<file path="config.mk">
export PLATFORM = sky130hd
export DESIGN_NAME = atm_oam_router
export DESIGN_NICKNAME = d
export VERILOG_FILES = /design/src/rtl/atm_oam_pkg.sv /design/src/rtl/atm_hdr_classify.sv /design/src/rtl/atm_oam_buffer.sv /design/src/rtl/atm_cell_steer.sv /design/src/rtl/atm_oam_router.sv
export SDC_FILE = /design/constraint.sdc
export NUM_CORES = 1
export LEC_CHECK = 0
export ABC_AREA = 1
export BUFFER_PORTS_ARGS = -buffer_cell sky130_fd_sc_hd__buf_2
export CELL_PAD_IN_SITES_DETAIL_PLACEMENT = 1
export CELL_PAD_IN_SITES_GLOBAL_PLACEMENT = 2
export CORE_UTILIZATION = 38
export DETAILED_ROUTE_END_ITERATION = 12
export MAX_ROUTING_LAYER = met4
export PLACE_DENSITY_LB_ADDON = 0.1
export SYNTH_ARGS = -nofsm -noshare
export SYNTH_HDL_FRONTEND = slang
export SYNTH_SLANG_ARGS = --single-unit
</file>
<file path="constraint.sdc">
create_clock -name clk -period 3.5 [get_ports clk]
set_clock_uncertainty 0.2 [all_clocks]
set_input_delay 0.7 -clock clk [delete_from_list [all_inputs] [get_ports clk]]
set_output_delay 0.7 -clock clk [all_outputs]
set_load 0.05 [all_outputs]
</file>
<file path="src/rtl/atm_oam_pkg.sv">
package atm_oam_pkg;
  localparam int HDR_BYTES = 4;

  typedef enum logic [1:0] {S_HUNT, S_HDR, S_DRAIN, S_BODY} steer_state_e;

  typedef struct packed {
    logic idle;
    logic oam;
    logic seg;
  } cell_class_t;
endpackage

</file>
<file path="src/rtl/atm_hdr_classify.sv">
module atm_hdr_classify
  import atm_oam_pkg::*;
#(
  parameter int HDR_W       = 32,
  parameter int F4_SEG_VCI  = 3,
  parameter int F4_E2E_VCI  = 4,
  parameter logic [2:0] F5_SEG_PTI = 3'b100,
  parameter logic [2:0] F5_E2E_PTI = 3'b101
) (
  input  logic [HDR_W-1:0] hdr,
  input  logic             flt_en,
  input  logic [HDR_W-1:0] flt_lo,
  input  logic [HDR_W-1:0] flt_hi,
  output cell_class_t      cls,
  output logic             flt_hit
);
  localparam int VCI_LSB = 4;
  localparam int VCI_W   = 16;
  localparam int PTI_LSB = 1;
  localparam logic [HDR_W-1:0] IDLE_HDR = HDR_W'(1);

  logic [VCI_W-1:0] vci;
  logic [2:0]       pti;
  logic             f4_seg, f4_e2e, f5_seg, f5_e2e, is_f4;

  assign vci    = hdr[VCI_LSB +: VCI_W];
  assign pti    = hdr[PTI_LSB +: 3];
  assign f4_seg = (vci == VCI_W'(F4_SEG_VCI));
  assign f4_e2e = (vci == VCI_W'(F4_E2E_VCI));
  assign is_f4  = f4_seg | f4_e2e;
  assign f5_seg = !is_f4 && (pti == F5_SEG_PTI);
  assign f5_e2e = !is_f4 && (pti == F5_E2E_PTI);

  always_comb begin
    cls.idle = (hdr == IDLE_HDR);
    cls.oam  = !cls.idle && (is_f4 | f5_seg | f5_e2e);
    cls.seg  = f4_seg | f5_seg;
  end

  assign flt_hit = flt_en && (hdr >= flt_lo) && (hdr <= flt_hi);
endmodule

</file>
<file path="src/rtl/atm_oam_buffer.sv">
module atm_oam_buffer #(
  parameter int DATA_W = 8,
  parameter int DEPTH  = 53,
  localparam int AW    = $clog2(DEPTH)
) (
  input  logic              clk,
  input  logic              rst_n,
  input  logic              wr_en,
  input  logic [AW-1:0]     wr_addr,
  input  logic [DATA_W-1:0] wr_data,
  input  logic              commit,
  input  logic [AW-1:0]     rd_addr,
  output logic [DATA_W-1:0] rd_data,
  input  logic              irq_clr,
  output logic              irq,
  output logic              ovr
);
  logic [DATA_W-1:0] mem [DEPTH];

  always_ff @(posedge clk) begin
    if (wr_en) mem[wr_addr] <= wr_data;
    rd_data <= mem[rd_addr];
  end

  always_ff @(posedge clk) begin
    if (!rst_n) begin
      irq <= 1'b0;
      ovr <= 1'b0;
    end else begin
      if (commit)       irq <= 1'b1;
      else if (irq_clr) irq <= 1'b0;
      ovr <= (irq_clr ? 1'b0 : ovr) | (commit & irq & !irq_clr);
    end
  end

  p_irq_set_r6: assert property (@(posedge clk) disable iff (!rst_n)
    commit |=> irq);
  p_irq_sticky_r6: assert property (@(posedge clk) disable iff (!rst_n)
    (irq && !irq_clr) |=> irq);
  p_ovr_set_r10: assert property (@(posedge clk) disable iff (!rst_n)
    (commit && irq && !irq_clr) |=> ovr);
  p_ovr_needs_irq_r10: assert property (@(posedge clk) disable iff (!rst_n)
    ovr |-> irq);
endmodule

</file>
<file path="src/rtl/atm_cell_steer.sv">
module atm_cell_steer
  import atm_oam_pkg::*;
#(
  parameter int DATA_W     = 8,
  parameter int CELL_BYTES = 53,
  localparam int IDX_W     = $clog2(CELL_BYTES),
  localparam int HDR_W     = HDR_BYTES * DATA_W,
  localparam int DIDX_W    = $clog2(HDR_BYTES)
) (
  input  logic              clk,
  input  logic              rst_n,
  input  logic              in_valid,
  output logic              in_ready,
  input  logic [DATA_W-1:0] in_data,
  input  logic              in_soc,
  input  logic              in_hec_err,
  output logic              out_valid,
  input  logic              out_ready,
  output logic [DATA_W-1:0] out_data,
  output logic              out_soc,
  input  logic              cfg_hec_ignore,
  input  logic              cfg_oam_check,
  input  logic              cfg_idle_discard,
  output logic [HDR_W-1:0]  hdr_cand,
  input  cell_class_t       cls,
  input  logic              flt_hit,
  output logic              buf_we,
  output logic [IDX_W-1:0]  buf_waddr,
  output logic [DATA_W-1:0] buf_wdata,
  output logic              copy_done
);
  localparam logic [IDX_W-1:0]  LAST_IDX  = IDX_W'(CELL_BYTES - 1);
  localparam logic [IDX_W-1:0]  HDR_LAST  = IDX_W'(HDR_BYTES - 1);
  localparam logic [DIDX_W-1:0] DRN_LAST  = DIDX_W'(HDR_BYTES - 1);

  steer_state_e      state;
  logic [DATA_W-1:0] hdr_q [HDR_BYTES];
  logic [IDX_W-1:0]  cnt;
  logic [DIDX_W-1:0] didx;
  logic              hec_q, fwd_q, copy_q, seg_q;
  logic              in_acc, drain_step, hec_drop, fwd_d, copy_d, decide;

  always_comb begin
    for (int i = 0; i < HDR_BYTES - 1; i++)
      hdr_cand[HDR_W-1-i*DATA_W -: DATA_W] = hdr_q[i];
    hdr_cand[DATA_W-1:0] = in_data;
  end

  assign hec_drop = hec_q & !cfg_hec_ignore;
  assign fwd_d    = !hec_drop && !(cls.idle && cfg_idle_discard) &&
                    (flt_hit || !(cls.oam && cls.seg));
  assign copy_d   = !hec_drop && cls.oam && cfg_oam_check;

  always_comb begin
    unique case (state)
      S_DRAIN: in_ready = 1'b0;
      S_BODY:  in_ready = fwd_q ? out_ready : 1'b1;
      default: in_ready = 1'b1;
    endcase
  end

  assign in_acc     = in_valid && in_ready;
  assign decide     = (state == S_HDR) && in_acc && (cnt == HDR_LAST);
  assign drain_step = (state == S_DRAIN) && (!fwd_q || out_ready);
  assign out_valid  = fwd_q && ((state == S_DRAIN) || ((state == S_BODY) && in_valid));
  assign out_data   = (state == S_DRAIN) ? hdr_q[didx] : in_data;
  assign out_soc    = (state == S_DRAIN) && fwd_q && (didx == '0);
  assign buf_we     = copy_q && (drain_step || ((state == S_BODY) && in_acc));
  assign buf_waddr  = (state == S_DRAIN) ? IDX_W'(didx) : cnt;
  assign buf_wdata  = out_data;
  assign copy_done  = copy_q && (state == S_BODY) && in_acc && (cnt == LAST_IDX);

  always_ff @(posedge clk) begin
    if (!rst_n) begin
      state  <= S_HUNT;
      cnt    <= '0;
      didx   <= '0;
      hec_q  <= 1'b0;
      fwd_q  <= 1'b0;
      copy_q <= 1'b0;
      seg_q  <= 1'b0;
    end else begin
      unique case (state)
        S_HUNT: if (in_acc && in_soc) begin
          hdr_q[0] <= in_data;
          hec_q    <= in_hec_err;
          cnt      <= IDX_W'(1);
          state    <= S_HDR;
        end
        S_HDR: if (in_acc) begin
          hdr_q[cnt[DIDX_W-1:0]] <= in_data;
          if (cnt == HDR_LAST) begin
            fwd_q  <= fwd_d;
            copy_q <= copy_d;
            seg_q  <= cls.oam && cls.seg && !flt_hit;
            didx   <= '0;
            state  <= S_DRAIN;
          end else begin
            cnt <= cnt + 1'b1;
          end
        end
        S_DRAIN: if (drain_step) begin
          if (didx == DRN_LAST) begin
            cnt   <= IDX_W'(HDR_BYTES);
            state <= S_BODY;
          end else begin
            didx <= didx + 1'b1;
          end
        end
        S_BODY: if (in_acc) begin
          if (cnt == LAST_IDX) state <= S_HUNT;
          else                 cnt   <= cnt + 1'b1;
        end
        default: state <= S_HUNT;
      endcase
    end
  end

  p_seg_term_r3: assert property (@(posedge clk) disable iff (!rst_n)
    ((state == S_DRAIN) && seg_q) |-> !out_valid);
  p_out_hold_r11: assert property (@(posedge clk) disable iff (!rst_n)
    (out_valid && !out_ready) |=> (out_valid && $stable(out_data)));
  p_no_copy_r7: assert property (@(posedge clk) disable iff (!rst_n)
    (decide && !cfg_oam_check) |=> !buf_we);
  p_hec_drop_r9: assert property (@(posedge clk) disable iff (!rst_n)
    (decide && hec_q && !cfg_hec_ignore) |=> (!out_valid && !buf_we));
  p_soc_first_r2: assert property (@(posedge clk) disable iff (!rst_n)
    (out_valid && out_soc && out_ready) |=> !out_soc);
endmodule

</file>
<file path="src/rtl/atm_oam_router.sv">
module atm_oam_router
  import atm_oam_pkg::*;
#(
  parameter int DATA_W     = 8,
  parameter int CELL_BYTES = 53,
  localparam int IDX_W     = $clog2(CELL_BYTES),
  localparam int HDR_W     = HDR_BYTES * DATA_W
) (
  input  logic              clk,
  input  logic              rst_n,
  input  logic              in_valid,
  output logic              in_ready,
  input  logic [DATA_W-1:0] in_data,
  input  logic              in_soc,
  input  logic              in_hec_err,
  output logic              out_valid,
  input  logic              out_ready,
  output logic [DATA_W-1:0] out_data,
  output logic              out_soc,
  input  logic              cfg_hec_ignore,
  input  logic              cfg_oam_check,
  input  logic              cfg_idle_discard,
  input  logic              flt_en,
  input  logic [HDR_W-1:0]  flt_lo,
  input  logic [HDR_W-1:0]  flt_hi,
  input  logic [IDX_W-1:0]  rd_addr,
  output logic [DATA_W-1:0] rd_data,
  output logic              irq,
  input  logic              irq_clr,
  output logic              oam_ovr
);
  logic [HDR_W-1:0]  hdr_cand;
  cell_class_t       cls;
  logic              flt_hit, buf_we, copy_done;
  logic [IDX_W-1:0]  buf_waddr;
  logic [DATA_W-1:0] buf_wdata;

  atm_hdr_classify #(.HDR_W(HDR_W)) u_cls (
    .hdr(hdr_cand), .flt_en(flt_en), .flt_lo(flt_lo), .flt_hi(flt_hi),
    .cls(cls), .flt_hit(flt_hit)
  );

  atm_cell_steer #(.DATA_W(DATA_W), .CELL_BYTES(CELL_BYTES)) u_steer (
    .clk(clk), .rst_n(rst_n),
    .in_valid(in_valid), .in_ready(in_ready), .in_data(in_data),
    .in_soc(in_soc), .in_hec_err(in_hec_err),
    .out_valid(out_valid), .out_ready(out_ready), .out_data(out_data),
    .out_soc(out_soc),
    .cfg_hec_ignore(cfg_hec_ignore), .cfg_oam_check(cfg_oam_check),
    .cfg_idle_discard(cfg_idle_discard),
    .hdr_cand(hdr_cand), .cls(cls), .flt_hit(flt_hit),
    .buf_we(buf_we), .buf_waddr(buf_waddr), .buf_wdata(buf_wdata),
    .copy_done(copy_done)
  );

  atm_oam_buffer #(.DATA_W(DATA_W), .DEPTH(CELL_BYTES)) u_buf (
    .clk(clk), .rst_n(rst_n),
    .wr_en(buf_we), .wr_addr(buf_waddr), .wr_data(buf_wdata),
    .commit(copy_done), .rd_addr(rd_addr), .rd_data(rd_data),
    .irq_clr(irq_clr), .irq(irq), .ovr(oam_ovr)
  );

  p_reset_quiet_r6: assert property (@(posedge clk)
    $past(!rst_n) |-> (!irq && !oam_ovr && !out_valid));
endmodule

</file>
Yosys cells after proc, flatten, opt, wreduce, memory -nomap -nowiden

Memories as Yosys holds them, arrays and structs flattened. A register that Yosys moved wholly into a read port is not among the register bits.
Index checks and enable logic that the tools add are counted.

Add/sub/neg operators: 2
$lt $le $gt $ge: 2
Eq/ne operators: 21
Muxes and demuxes: 43
Bitwise logic cells: 8
Reductions and logical operators: 45

Operator list:

| operator                                                                | number |
|---|---|
| 6-bit two-way mux                                                       | 8 |
| 32-bit by 1-bit == test with 1-bit output, second input constant        | 1 |
| 32-bit greater-or-equal comparator                                      | 1 |
| 32-bit less-or-equal comparator                                         | 1 |
| 2-bit two-way mux                                                       | 14 |
| 6-bit one-hot mux with 4 select lines                                   | 1 |
| 1-bit logical AND                                                       | 23 |
| 16-bit by 2-bit == test with 1-bit output, second input constant        | 1 |
| 16-bit by 3-bit == test with 1-bit output, second input constant        | 1 |
| 8-bit two-way mux                                                       | 2 |
| 1-bit two-way mux                                                       | 15 |
| 7-bit AND reduction                                                     | 2 |
| 2-bit inequality test, second input constant                            | 6 |
| 1-bit logical NOT                                                       | 8 |
| 2-bit by 1-bit inequality test with 1-bit output, second input constant | 4 |
| 2-bit one-hot mux with 4 select lines                                   | 1 |
| 8-bit OR reduction                                                      | 1 |
| 6-bit by 1-bit adder with 6-bit output, second input constant           | 1 |
| 2-bit == test, second input constant                                    | 3 |
| 3-bit == test, second input constant                                    | 2 |
| 6-bit by 2-bit == test with 1-bit output, second input constant         | 1 |
| 6-bit == test, second input constant                                    | 1 |
| 1-bit OR                                                                | 5 |
| 5-bit AND reduction                                                     | 1 |
| 10 further kinds                                                        | 17 |

Bits in registers: 15
Memory bits (writable): 456
Input port bits: 89
Memories kept: 2

Memories:

| memory        | depth | width | read ports | clocked after Yosys merged registers in | write ports | line                 | RTL |
|---|---|---|---|---|---|---|---|
| u_buf.mem     | 53    | 8     | 1          | 1                                       | 1           | atm_oam_buffer.sv:18 | `logic [DATA_W-1:0] mem [DEPTH];` |
| u_steer.hdr_q | 4     | 8     | 4          | 1                                       | 1           | atm_cell_steer.sv:37 | `logic [DATA_W-1:0] hdr_q [HDR_BYTES];` |

Longest topological paths before layout

Word-level depth: 11
Depth in mapped cells: 18
Depth with buffers taken out: 18

Modules after synthesis

A second synthesis with hierarchy kept.

Cell total of the unflattened synthesis: 2,183
Area total of the unflattened synthesis: 22,285.1 um^2

By module, submodules not included:

| module           | times used | cells each | area each (um^2) |
|---|---|---|---|
| atm_oam_buffer   | 1          | 1,566      | 17,880.9 |
| atm_cell_steer   | 1          | 304        | 2,523.7 |
| atm_hdr_classify | 1          | 313        | 1,880.6 |

Least setup slack after synthesis

OpenSTA, ideal clock, no wires.

Path kind: register -> output
Start point: register u_steer.state[0]
End point: output port out_data[5]
Arrival: 3.654 ns
Slack: -1.054 ns
Stages on the path, launching flop included: 8
Cells stage by stage: dfxtp_1 -> inv_1 -> ha_1 -> buf_4 -> clkbuf_1 -> clkbuf_1 -> nor2_1 -> a31oi_1

Cells in the longest elaborated chain, start to end: 2

Ends and longest elaborated chain:

| what                   | line                 | RTL |
|---|---|---|
| start, declared        | atm_cell_steer.sv:36 | `steer_state_e state;` |
| start signal, assigned | atm_cell_steer.sv:75 | `state <= S_HUNT;` |
| start signal, assigned | atm_cell_steer.sv:88 | `state <= S_HDR;` |
| start signal, assigned | atm_cell_steer.sv:97 | `state <= S_DRAIN;` |
| 2-bit == test          | atm_cell_steer.sv:66 | `assign out_data = (state == S_DRAIN) ? hdr_q[didx] : in_data;` |
| 8-bit two-way mux      | atm_cell_steer.sv:66 |  |
| end, declared          | atm_oam_router.sv:18 | `output logic [DATA_W-1:0] out_data,` |

No other way between the ends.

Worst setup path after layout

Start point: register u_steer.state[0]
End point: output port out_data[3]

Same word-level chain as after synthesis.

==> impl_metrics.csv <==
group,metric,value,unit
timing,worst_slew_pin_slew,946,ps
detailed_routing,ant_nets,0,
detailed_routing,dr.pass1.iters,5,
timing,slew_headroom,37.0,%
power_and_ir_drop,p_int,10.8,mW
finish,stdcell_area,24900,µm²
clock_tree,h-tree-depth,2,
floorplanning,rows,86,
timing,setup_violations,0,
critical_path,worstRegToRegCells,7,
timing,holdWs,217,ps
yosys,synthAdderAreaFrac,4.32,%
yosys,ys_async_sr_fraction,0,%
timing,post-route-period-util,96.2,%
yosys,synth_xor_area_share,0.0414,%
status,run_status,"finished, final reports clean",
global_routing,grt_pass1_wl,95700,µm
power_and_ir_drop,power,15.5,mW
detailed_routing,drtIter0Drc,863,
critical_path,path_class,"reg -> out",
yosys,synth-compound-area-share,13.4,%
critical_path,critPathCaptureType,"output pin",
power_and_ir_drop,p_sw_share,30.4,%
critical_path,critical_path.endpoint,"out_data[3]",
timing,clock.fmax,0.297,GHz
place,dp_cells,2712,
critical_path,start_kind,"flip-flop",
critical_path,arrival,2470,ps
critical_path,regToRegStartpoint,"u_steer.state[0]$_SDFFE_PN0P_",
yosys,synth_edf_count,456,
place,dp_hpwl,42500,µm
yosys,syn_inst,1845,
power_and_ir_drop,power.switching,4.71,mW
power_and_ir_drop,p_clk_share,34.3,%
critical_path,setup.worst_path.start,"u_steer.state[0]$_SDFFE_PN0P_",
clock_tree,clkTransAtPathRegs,50,ps
power_and_ir_drop,p_comb_share,20.1,%
clock_tree,cts_root_buf,"clkbuf_16",
clock_tree,cts_tree,"yes",
hold_path,hold_path_class,"in -> reg",
global_routing,grt_use_total,23.3,%
yosys,ys_seq_elements,481,
yosys,syn_area_per_cell,11.5,µm²
place,port_buffers,109,
critical_path,cp.required,2600,ps
floorplanning,core,55100,µm²
floorplanning,io_pins,110,
critical_path,r2r_end,"u_buf.mem[35][7]$_DFFE_PP_",
power_and_ir_drop,power_density,622,nW/µm²
power_and_ir_drop,power_leakage,8.95,nW
detailed_routing,wl_per_cell,22.6,µm
detailed_routing,vias,15000,
global_routing,grt_pass1_vias,15400,
job,drv_cap,0,
global_routing,antenna_found_initial,1,
finish,layout.nets,2182,
yosys,ys_warn_count,0,
detailed_routing,drc,0,
critical_path,reg2reg_slack,340,ps
finish,utilization,45.2,%
critical_path,path_max_fanout,17,
yosys,ys_seq_area_share,67.1,%
place,dpl_cell_area,23200,µm²
detailed_routing,viasPerCell,5.32,
yosys,synth_top_family_by_area,"compound AO/OA/AOI/OAI gates",
finish,drive_gt1_share,15.5,%
hold_path,min-delay-start,"in_hec_err",
timing,rsz0062_at_grt,"no",
timing,slew_viol_final,0,
clock_tree,clkSinkCount,481,
place,globalplace.congestion,0.838,
floorplanning,die-area,56600,µm²
clock_tree,postCtsHoldBufs,0,
clock_tree,cts.path.max_buffers,3,
global_routing,globalRoute.totalOverflow,0,
floorplanning,initial_core_util,38.4,%
timing,finalHoldViolations,0,
yosys,synth_flop_cell,"edfxtp_1",
power_and_ir_drop,peakVddDrop,0.678,mV
timing,fin_crit,3370,ps
power_and_ir_drop,pwr-share-seq,45.7,%
clock_tree,clk-insertion-delay-late,600,ps
yosys,synth_cell_type_count,44,
floorplanning,die_y,238,µm
global_routing,grt_max_degree,81,
floorplanning,dieWidth,238,µm
clock_tree,numCtsBuffers,52,
detailed_routing,wirelength,63600,µm
yosys,syn_area,21200,µm²
finish,post_layout_nonfiller_instances,2812,
yosys,muxShareOfSynthArea,0,%
yosys,yosys.area_share.simple,10.8,%
finish,areaGrowthSynthToFinish,17.7,%
yosys,syn_nets,2007,
finish,fillCellCount,5923,
-- what timing repair did --
item | CTS | global route
setup endpoints to repair | 8 | 1
pin swaps | 1 | 0
gates resized for setup | 1 | 1
buffers inserted | 2 | 0
-- worst min-delay path by stage --
stage | end | slack [ps] | cells after the start
after floorplan | u_steer.hec_q$_SDFFE_PN0P_ | 230 | 2
after global placement | u_steer.hec_q$_SDFFE_PN0P_ | 250 | 2
after detailed placement | u_steer.hec_q$_SDFFE_PN0P_ | 250 | 2
after CTS | u_steer.hec_q$_SDFFE_PN0P_ | 190 | 3
after global routing | u_buf.ovr$_SDFF_PN0_ | 250 | 4
final | u_steer.hec_q$_SDFFE_PN0P_ | 220 | 3
-- sequential cells by signal, summed over array words and instances (netlist names), named ones only --
register and cells:
u_steer.cnt 6, u_steer.state 2, u_steer.hdr_q 32, u_buf.irq 1
u_steer.copy_q 1, u_steer.didx 2, u_buf.rd_data 8, u_buf.mem 424
u_steer.hec_q 1, u_steer.fwd_q 1, u_buf.ovr 1
-- routing by layer --
layer  routed length (µm)  global-route usage [%]  vias up
met4                 1250                    5.44        0
li1                     -                       -     7036
met3                 2500                    3.04       83
met5                    0                       -        -
met1                30000                    31.8     7562
met2                29800                    37.1      291
-- logic make-up (layout without fill, tap and decap cells) --
kind of cell,Yosys count,in the layout
AO/OA/AOI/OAI,502,502
adder cells (fa/ha/maj),73,73
AND/OR/NAND/NOR,563,563
XOR/XNOR,1,1
other,0,2
flip-flops,481,481
buffers and inverters,225,442
-- cell usage in the layout (no fill, tap or decap), types with 3 or more instances in the layout --
cell type	n
o21a_1	4
edfxtp_1	456
clkinv_2	10
buf_12	9
o21ai_1	14
o211ai_1	21
nor2_1	355
a31oi_4	8
nor4_1	6
buf_2	107
inv_2	5
o22ai_1	89
inv_1	120
buf_4	100
nor3_1	8
a21oi_1	74
clkinv_1	15
clkbuf_16	53
o221ai_1	26
nand4_1	14
nand2_1	128
nand2_2	5
clkbuf_1	12
bufinv_16	4
dfxtp_1	24
a211oi_1	4
ha_1	73
o21ai_0	252
o31ai_1	4
nand3_1	35
clkinvlp_4	3
-- Yosys cell counts (all sizes together), types with 4 or more instances --
cell type / instances / area share (%)
o22ai: 89 / 2.6
edfxtp: 456 / 65
nor3: 10 / 0.28
nand3: 35 / 0.83
clkbuf: 59 / 1.0
nor3b: 4 / 0.19
o21a: 4 / 0.14
nor4: 6 / 0.18
inv: 126 / 2.2
nand2: 133 / 2.4
buf: 38 / 1.0
a211oi: 5 / 0.20
dfxtp: 25 / 2.4
o31ai: 4 / 0.14
o211ai: 21 / 0.75
a21oi: 75 / 1.8
ha: 73 / 4.3
a31oi: 8 / 0.24
o221ai: 26 / 1.1
o21ai: 267 / 6.3
nor2: 357 / 6.4
nand4: 14 / 0.41
-- area by class of cell --
| class | count | area, µm² | share of cell area (%) |
|---|---|---|---|
| Antenna cell | 2 | 5.00 | 0.0201 |
| Clock buffer | 65 | 1370 | 5.51 |
| Clock inverter | 31 | 262 | 1.05 |
| Multi-Input combinational cell | 1139 | 6170 | 24.8 |
| Tap cell | 748 | 936 | 3.76 |
| Timing Repair Buffer | 218 | 1490 | 5.96 |
| Sequential cell | 481 | 14200 | 57.0 |
| Inverter | 128 | 485 | 1.95 |
-- power groups by stage --
stage	sequential [mW]	combinational (mW)	clock, mW
6_report	7.07	3.11	5.31
2_1_floorplan	7.23	1.58	0
3_3_place_gp	7.19	3.06	0
3_5_place_dp	7.20	3.11	0
4_1_cts	7.07	3.15	5.42
5_1_grt	7.09	3.37	5.61
-- through the flow --
step	TNS [ps]	setup WS [ps]
global placement	0	478
CTS	0	60.0
detailed placement	0	343
global route	0	1.75
finish	0	131
floorplan	-15680	-361
-- worst max-delay path, stage by stage (launching register included) --
cell      delay (ps)
dfxtp_1          350
inv_1            140
ha_1             210
buf_4            300
nor2_1           130
a31oi_4          400
clkbuf_4         340
Note: power is estimated with default switching activity, not from simulation.
